===== src/rtl/useq_pkg.sv =====
package useq_pkg;
  localparam logic [3:0] ACT_HALT   = 4'h2;
  localparam logic [3:0] ACT_START  = 4'h7;
  localparam logic [3:0] ACT_BRANCH = 4'hB;

  typedef struct packed {
    logic z;
    logic n;
    logic v;
    logic c;
  } flags_t;

  typedef enum logic [2:0] {
    CND_EQ0 = 3'd0, CND_EQ1 = 3'd1, CND_LT  = 3'd2, CND_LE = 3'd3,
    CND_LTU = 3'd4, CND_LEU = 3'd5, CND_EQ6 = 3'd6, CND_NE = 3'd7
  } cond_e;
endpackage


===== src/rtl/useq_cond_eval.sv =====
module useq_cond_eval
  import useq_pkg::*;
(
  input  logic [2:0] sel,
  input  logic       sense,
  input  flags_t     fl,
  output logic       take
);
  logic raw;
  always_comb begin
    unique case (cond_e'(sel))
      CND_LT:  raw = fl.n ^ fl.v;
      CND_LE:  raw = (fl.n ^ fl.v) | fl.z;
      CND_LTU: raw = fl.c;
      CND_LEU: raw = fl.c | fl.z;
      CND_NE:  raw = ~fl.z;
      default: raw = fl.z;
    endcase
    take = raw ^ sense;
  end
endmodule


===== src/rtl/useq_addr_mux.sv =====
module useq_addr_mux #(
  parameter int NEXT_W = 8,
  localparam int ADDR_W = NEXT_W + 1
) (
  input  logic [ADDR_W-1:0] cur_addr,
  input  logic [NEXT_W-1:0] next_field,
  input  logic [NEXT_W-1:0] ir,
  input  logic [NEXT_W-1:0] prio_vec,
  input  logic              is_branch,
  input  logic              take,
  output logic [ADDR_W-1:0] nxt_addr
);
  localparam logic [NEXT_W-1:0] CODE_PRIO = '0;
  localparam logic [NEXT_W-1:0] CODE_OPC  = '1;

  logic              page;
  logic [NEXT_W-1:0] low;

  always_comb begin
    page = ~(ir == CODE_OPC);
    if (is_branch)                     low = next_field;
    else if (next_field == CODE_PRIO)  low = prio_vec;
    else if (next_field == CODE_OPC)   low = ir;
    else                               low = next_field;

    if (is_branch && !take) nxt_addr = cur_addr + ADDR_W'(1);
    else                    nxt_addr = {page, low};
  end
endmodule


===== src/rtl/useq_start_regs.sv =====
module useq_start_regs #(
  parameter int IR_W = 8,
  parameter int PC_W = 16
) (
  input  logic            clk,
  input  logic            rst_n,
  input  logic            load,
  input  logic [IR_W-1:0] fetch_byte,
  input  logic [PC_W-1:0] pc_in,
  output logic [IR_W-1:0] ir_q,
  output logic [PC_W-1:0] tpc_q,
  output logic            mdr_clear
);
  always_ff @(posedge clk) begin
    if (!rst_n) begin
      ir_q      <= '0;
      tpc_q     <= '0;
      mdr_clear <= 1'b0;
    end else begin
      mdr_clear <= load;
      if (load) begin
        ir_q  <= fetch_byte;
        tpc_q <= pc_in;
      end
    end
  end
endmodule


===== src/rtl/ucode_sequencer.sv =====
module ucode_sequencer
  import useq_pkg::*;
#(
  parameter int NEXT_W = 8,
  parameter int PC_W   = 16,
  parameter int RESET_ADDR = 'h100,
  localparam int ADDR_W = NEXT_W + 1
) (
  input  logic              clk,
  input  logic              rst_n,
  input  logic [NEXT_W-1:0] next_field,
  input  logic [3:0]        act_code,
  input  logic              br_sense,
  input  logic [3:0]        flags,
  input  logic [NEXT_W-1:0] prio_vec,
  input  logic [NEXT_W-1:0] fetch_byte,
  input  logic [PC_W-1:0]   pc_in,
  output logic [ADDR_W-1:0] uaddr,
  output logic [NEXT_W-1:0] ir_q,
  output logic [PC_W-1:0]   tpc_q,
  output logic              mdr_clear,
  output logic              halted
);
  logic              do_halt, is_branch, take, run;
  logic [ADDR_W-1:0] nxt_addr;

  assign do_halt   = (act_code == ACT_HALT);
  assign is_branch = (act_code == ACT_BRANCH);
  assign run       = ~halted & ~do_halt;

  useq_cond_eval u_cond (
    .sel   (ir_q[3:1]),
    .sense (br_sense),
    .fl    (flags_t'(flags)),
    .take  (take)
  );

  useq_addr_mux #(.NEXT_W(NEXT_W)) u_mux (
    .cur_addr   (uaddr),
    .next_field (next_field),
    .ir         (ir_q),
    .prio_vec   (prio_vec),
    .is_branch  (is_branch),
    .take       (take),
    .nxt_addr   (nxt_addr)
  );

  useq_start_regs #(.IR_W(NEXT_W), .PC_W(PC_W)) u_start (
    .clk        (clk),
    .rst_n      (rst_n),
    .load       (run && (act_code == ACT_START)),
    .fetch_byte (fetch_byte),
    .pc_in      (pc_in),
    .ir_q       (ir_q),
    .tpc_q      (tpc_q),
    .mdr_clear  (mdr_clear)
  );

  always_ff @(posedge clk) begin
    if (!rst_n) begin
      uaddr  <= ADDR_W'(RESET_ADDR);
      halted <= 1'b0;
    end else begin
      if (do_halt) halted <= 1'b1;
      if (run)     uaddr  <= nxt_addr;
    end
  end
endmodule


===== config.mk =====
export PLATFORM = sky130hd
export DESIGN_NAME = ucode_sequencer
export DESIGN_NICKNAME = d
export VERILOG_FILES = /design/src/rtl/useq_pkg.sv /design/src/rtl/useq_cond_eval.sv /design/src/rtl/useq_addr_mux.sv /design/src/rtl/useq_start_regs.sv /design/src/rtl/ucode_sequencer.sv
export SDC_FILE = /design/constraint.sdc
export NUM_CORES = 1
export LEC_CHECK = 0
export ABC_CLOCK_PERIOD_IN_PS = 2200
export BUFFER_PORTS_ARGS = -buffer_cell sky130_fd_sc_hd__buf_2
export CORE_MARGIN = 3
export CORE_UTILIZATION = 43
export CTS_CLUSTER_DIAMETER = 80
export DETAILED_ROUTE_END_ITERATION = 12
export PLACE_DENSITY = 0.77
export SYNTH_ARGS = -nofsm -noshare
export SYNTH_HDL_FRONTEND = slang
export SYNTH_SLANG_ARGS = --single-unit

===== constraint.sdc =====
create_clock -name clk -period 2.2 [get_ports clk]
set_clock_uncertainty 0.2 [all_clocks]
set_input_delay 0.22 -clock clk [delete_from_list [all_inputs] [get_ports clk]]
set_output_delay 0.22 -clock clk [all_outputs]
set_load 0.03 [all_outputs]

==> flow_metrics.py <==
metrics = {
    "outcome": {
        "status": "finished, final reports clean",
    },
    "floorplan": {
        "die-area_sq_um": 5684,
        "ioPinCount": 86,
        "die_h_um": 75.40,
        "core-area_sq_um": 4504,
        "start_util": 0.4597,
        "rows": 24,
        "die_w_um": 75.40,
    },
    "logic_synthesis": {
        "yosys_most_used_dff": "dfxtp_1",
        "syn_inst": 279,
        "synth.distinct_cells": 40,
        "synth_edf_count": 0,
        "netlist_area_sq_um": 2071,
        "syn_avg_cell_area_sq_um": 7.422,
        "yosysSeqAreaShare": 0.3384,
        "synthesis.nets": 331,
        "async_flop_share": 0,
        "synth-seq-cells": 35,
        "ys_warn_count": 0,
    },
    "worst_setup_path": {
        "crit_family": "compound AO/OA/AOI/OAI gates",
        "cp.depth": 5,
        "worstPathMaxFanout": 11,
        "crit_end": "uaddr[8]$_SDFFE_PN1P_",
        "end_kind": "flip-flop",
        "slowest_stage": "or3_4",
        "ff2ff_path_depth": 5,
        "crit_start": "u_start.ir_q[3]$_SDFFE_PN0P_",
        "worst_setup_path_start_kind": "flip-flop",
        "cp.arrival_ps": 2020,
        "reg2reg_from": "u_start.ir_q[3]$_SDFFE_PN0P_",
        "r2r_slack_ps": 150,
        "cp.required_ps": 2170,
        "path_cells": "xnor2_1 -> o211a_1 -> or3_4 -> a2111oi_0 -> nor4_1",
        "r2r-end": "uaddr[8]$_SDFFE_PN1P_",
        "cpPeakStageDelay_ps": 450,
        "crit_buf_inv": 0,
        "critPathKind": "flip-flop to flip-flop",
    },
    "power": {
        "p_per_area_nw_per_um2": 498.9,
        "power.leakage_nw": 1.174,
        "vdd_ir_drop_max_v": 0.0005000,
        "power_mw": 1.447,
    },
    "detailed_routing": {
        "drc": 0,
        "finalWirelength_mm": 6.895,
        "post_drt_via_cell_ratio": 5.857,
        "drt-wirelength-per-cell_um": 15.60,
        "drt_iter0_drc": 188,
        "vias": 2589,
        "first_pass_iters": 4,
        "antenna_left": 0,
    },
    "global_routing": {
        "grt_max_degree": 28,
        "grt-ovfl-total": 0,
        "groute.usage.overall": 0.2551,
        "grt_pass1_wl_mm": 11.29,
        "antenna_found_initial": 0,
        "grt_pass1_vias": 2452,
    },
    "timing": {
        "fin_hold_ws_ps": 40.29,
        "worst_slew_pin_slew_ps": 512.8,
        "setup_viol": 0,
        "drv_slew": 0,
        "fin_setup_tns_ps": 0,
        "period_needed_ps": 2053,
        "grt_setup_unrepaired": "no",
        "timing.slew.headroom": 0.6568,
        "post-route-period-util": 0.9331,
        "hold_violations": 0,
        "fmax_mhz": 487.1,
    },
    "min_path": {
        "hold_start": "rst_n",
        "hp-class": "input port to flip-flop",
    },
    "place": {
        "port-buffer-count": 85,
        "placedCellCount": 410,
        "dp_hpwl_mm": 4.580,
        "place_congestion": 0.9481,
    },
    "clocking": {
        "cts_num_sinks": 35,
        "cts_max_level": 2,
        "clockRootBuffer": "clkbuf_8",
        "clk_pin_slew_ps": 80,
        "clockBufferDepth": 2,
        "cts_tree": "done",
        "worstSkewPairLatency_ps": 290,
        "cts_made_buffers": 5,
    },
    "layout": {
        "layout-drive-gt1-share": 0.2897,
        "syn_to_final_growth_pct": 40.06,
        "finalCoreUtilization": 0.6439,
        "diodes": 0,
        "most-common-layout-cells": "85 x buf_2, 67 x nand2_1, 32 x dfxtp_1, 29 x a21oi_1, 24 x dlygate4sd3_1",
        "num-nets-final": 441,
        "n_fill_cell": 378,
        "final_common_cell": "buf_2",
        "fin_cells": 442,
    },
    "flow_run": {
        "max-cap-violations": 0,
    },
}
## cell usage after synthesis, types with 2 or more instances
library cell  number  share of area
a2111oi_0          3          0.013
a21o_1             2         0.0072
o311ai_0           2         0.0085
o31ai_1            2         0.0072
or3_1              2         0.0060
nand2b_1           5          0.015
buf_6              2          0.011
nor2_1             8          0.015
o211a_1            2         0.0097
and4b_1            2         0.0097
nor3_1            10          0.024
buf_4              2         0.0072
nand2_1           67           0.12
o211ai_1           4          0.015
nand3_1            9          0.022
dfxtp_1           35           0.34
a21oi_1           29          0.070
o21ai_0            5          0.012
nor4_1             6          0.018
xnor2_1            2         0.0085
a211oi_1           7          0.025
clkbuf_1          14          0.025
nand3b_1           9          0.033
or4_1              3          0.011
nand4b_1           5          0.021
nand4_1           21          0.063
o41ai_1            8          0.034
## worst min path at each step
stage | end | slack, ps | cells after the start
global placement | u_start.tpc_q[1]$_SDFFE_PN0P_ | 240 | 2
global route | uaddr[7]$_SDFFE_PN0P_ | 50 | 3
finish | uaddr[7]$_SDFFE_PN0P_ | 40 | 3
floorplan | u_start.ir_q[2]$_SDFFE_PN0P_ | 150 | 2
detailed placement | u_start.tpc_q[12]$_SDFFE_PN0P_ | 250 | 2
CTS | uaddr[7]$_SDFFE_PN0P_ | 30 | 3
## where the power goes
| part | internal [mW] | switching, mW | leakage, nW |
|---|---|---|---|
| registers | 0.655 | 0.0261 | 0.287 |
| clock network | 0.220 | 0.255 | 0.0402 |
| logic | 0.124 | 0.166 | 0.847 |
| total | 1.00 | 0.447 | 1.17 |
## per-stage QoR
| stage | area (sq um) | setup WS, ps |
|---|---|---|
| finish | 2900 | 147.1 |
| floorplan | 2074 | 5.093 |
| CTS | 2900 | 159.8 |
| detailed placement | 2571 | 133.3 |
| global placement | 2571 | 185.5 |
| global route | 2900 | 12.22 |
## state kept, by name (all words and copies together), names as in the netlist
| name | count |
|---|---|
| u_start.tpc_q | 16 |
| uaddr | 9 |
| u_start.ir_q | 8 |
| halted | 1 |
| u_start.mdr_clear | 1 |
## final cells by class
type,count,area (sq um),share of cell area
Inverter,1,3.754,0.001294
Clock buffer,5,68.82,0.02373
Sequential cell,35,704.4,0.2429
Clock inverter,3,20.02,0.006903
Multi-Input combinational cell,223,1267,0.4370
Timing Repair Buffer,123,770.7,0.2657
Tap cell,52,65.06,0.02243
## kinds of logic (layout without fill, tap and decap cells)
family / count (synthesis) / after routing / share of synthesized area
buf+inv: 21 / 132 / 0.04954
fa+ha+maj: 1 / 1 / 0.006041
flops: 35 / 35 / 0.3384
compound gates: 69 / 69 / 0.2230
xor+xnor: 2 / 2 / 0.008461
simple gates: 151 / 151 / 0.3746
## routing by layer
layer,global-route usage,routed length [um],vias to the layer above
met1,0.3145,2859,1168
li1,-,-,1275
met5,0,0,-
met3,0.08839,693,13
met2,0.4219,3237,133
met4,0.07379,104,0
## tightest hold or removal path, delay by kind of cell
kind | cells | cell delay [ps]
buffers and inverters | 1 | 150
AO/OA/AOI/OAI | 2 | 110
## repair_timing
item / CTS / global route
hold buffers: 24 / 0
resized for setup: 0 / 0
buffers inserted: 0 / 0
endpoints found under the hold margin: 24 / 0
Note: power is estimated with default switching activity, not from simulation.
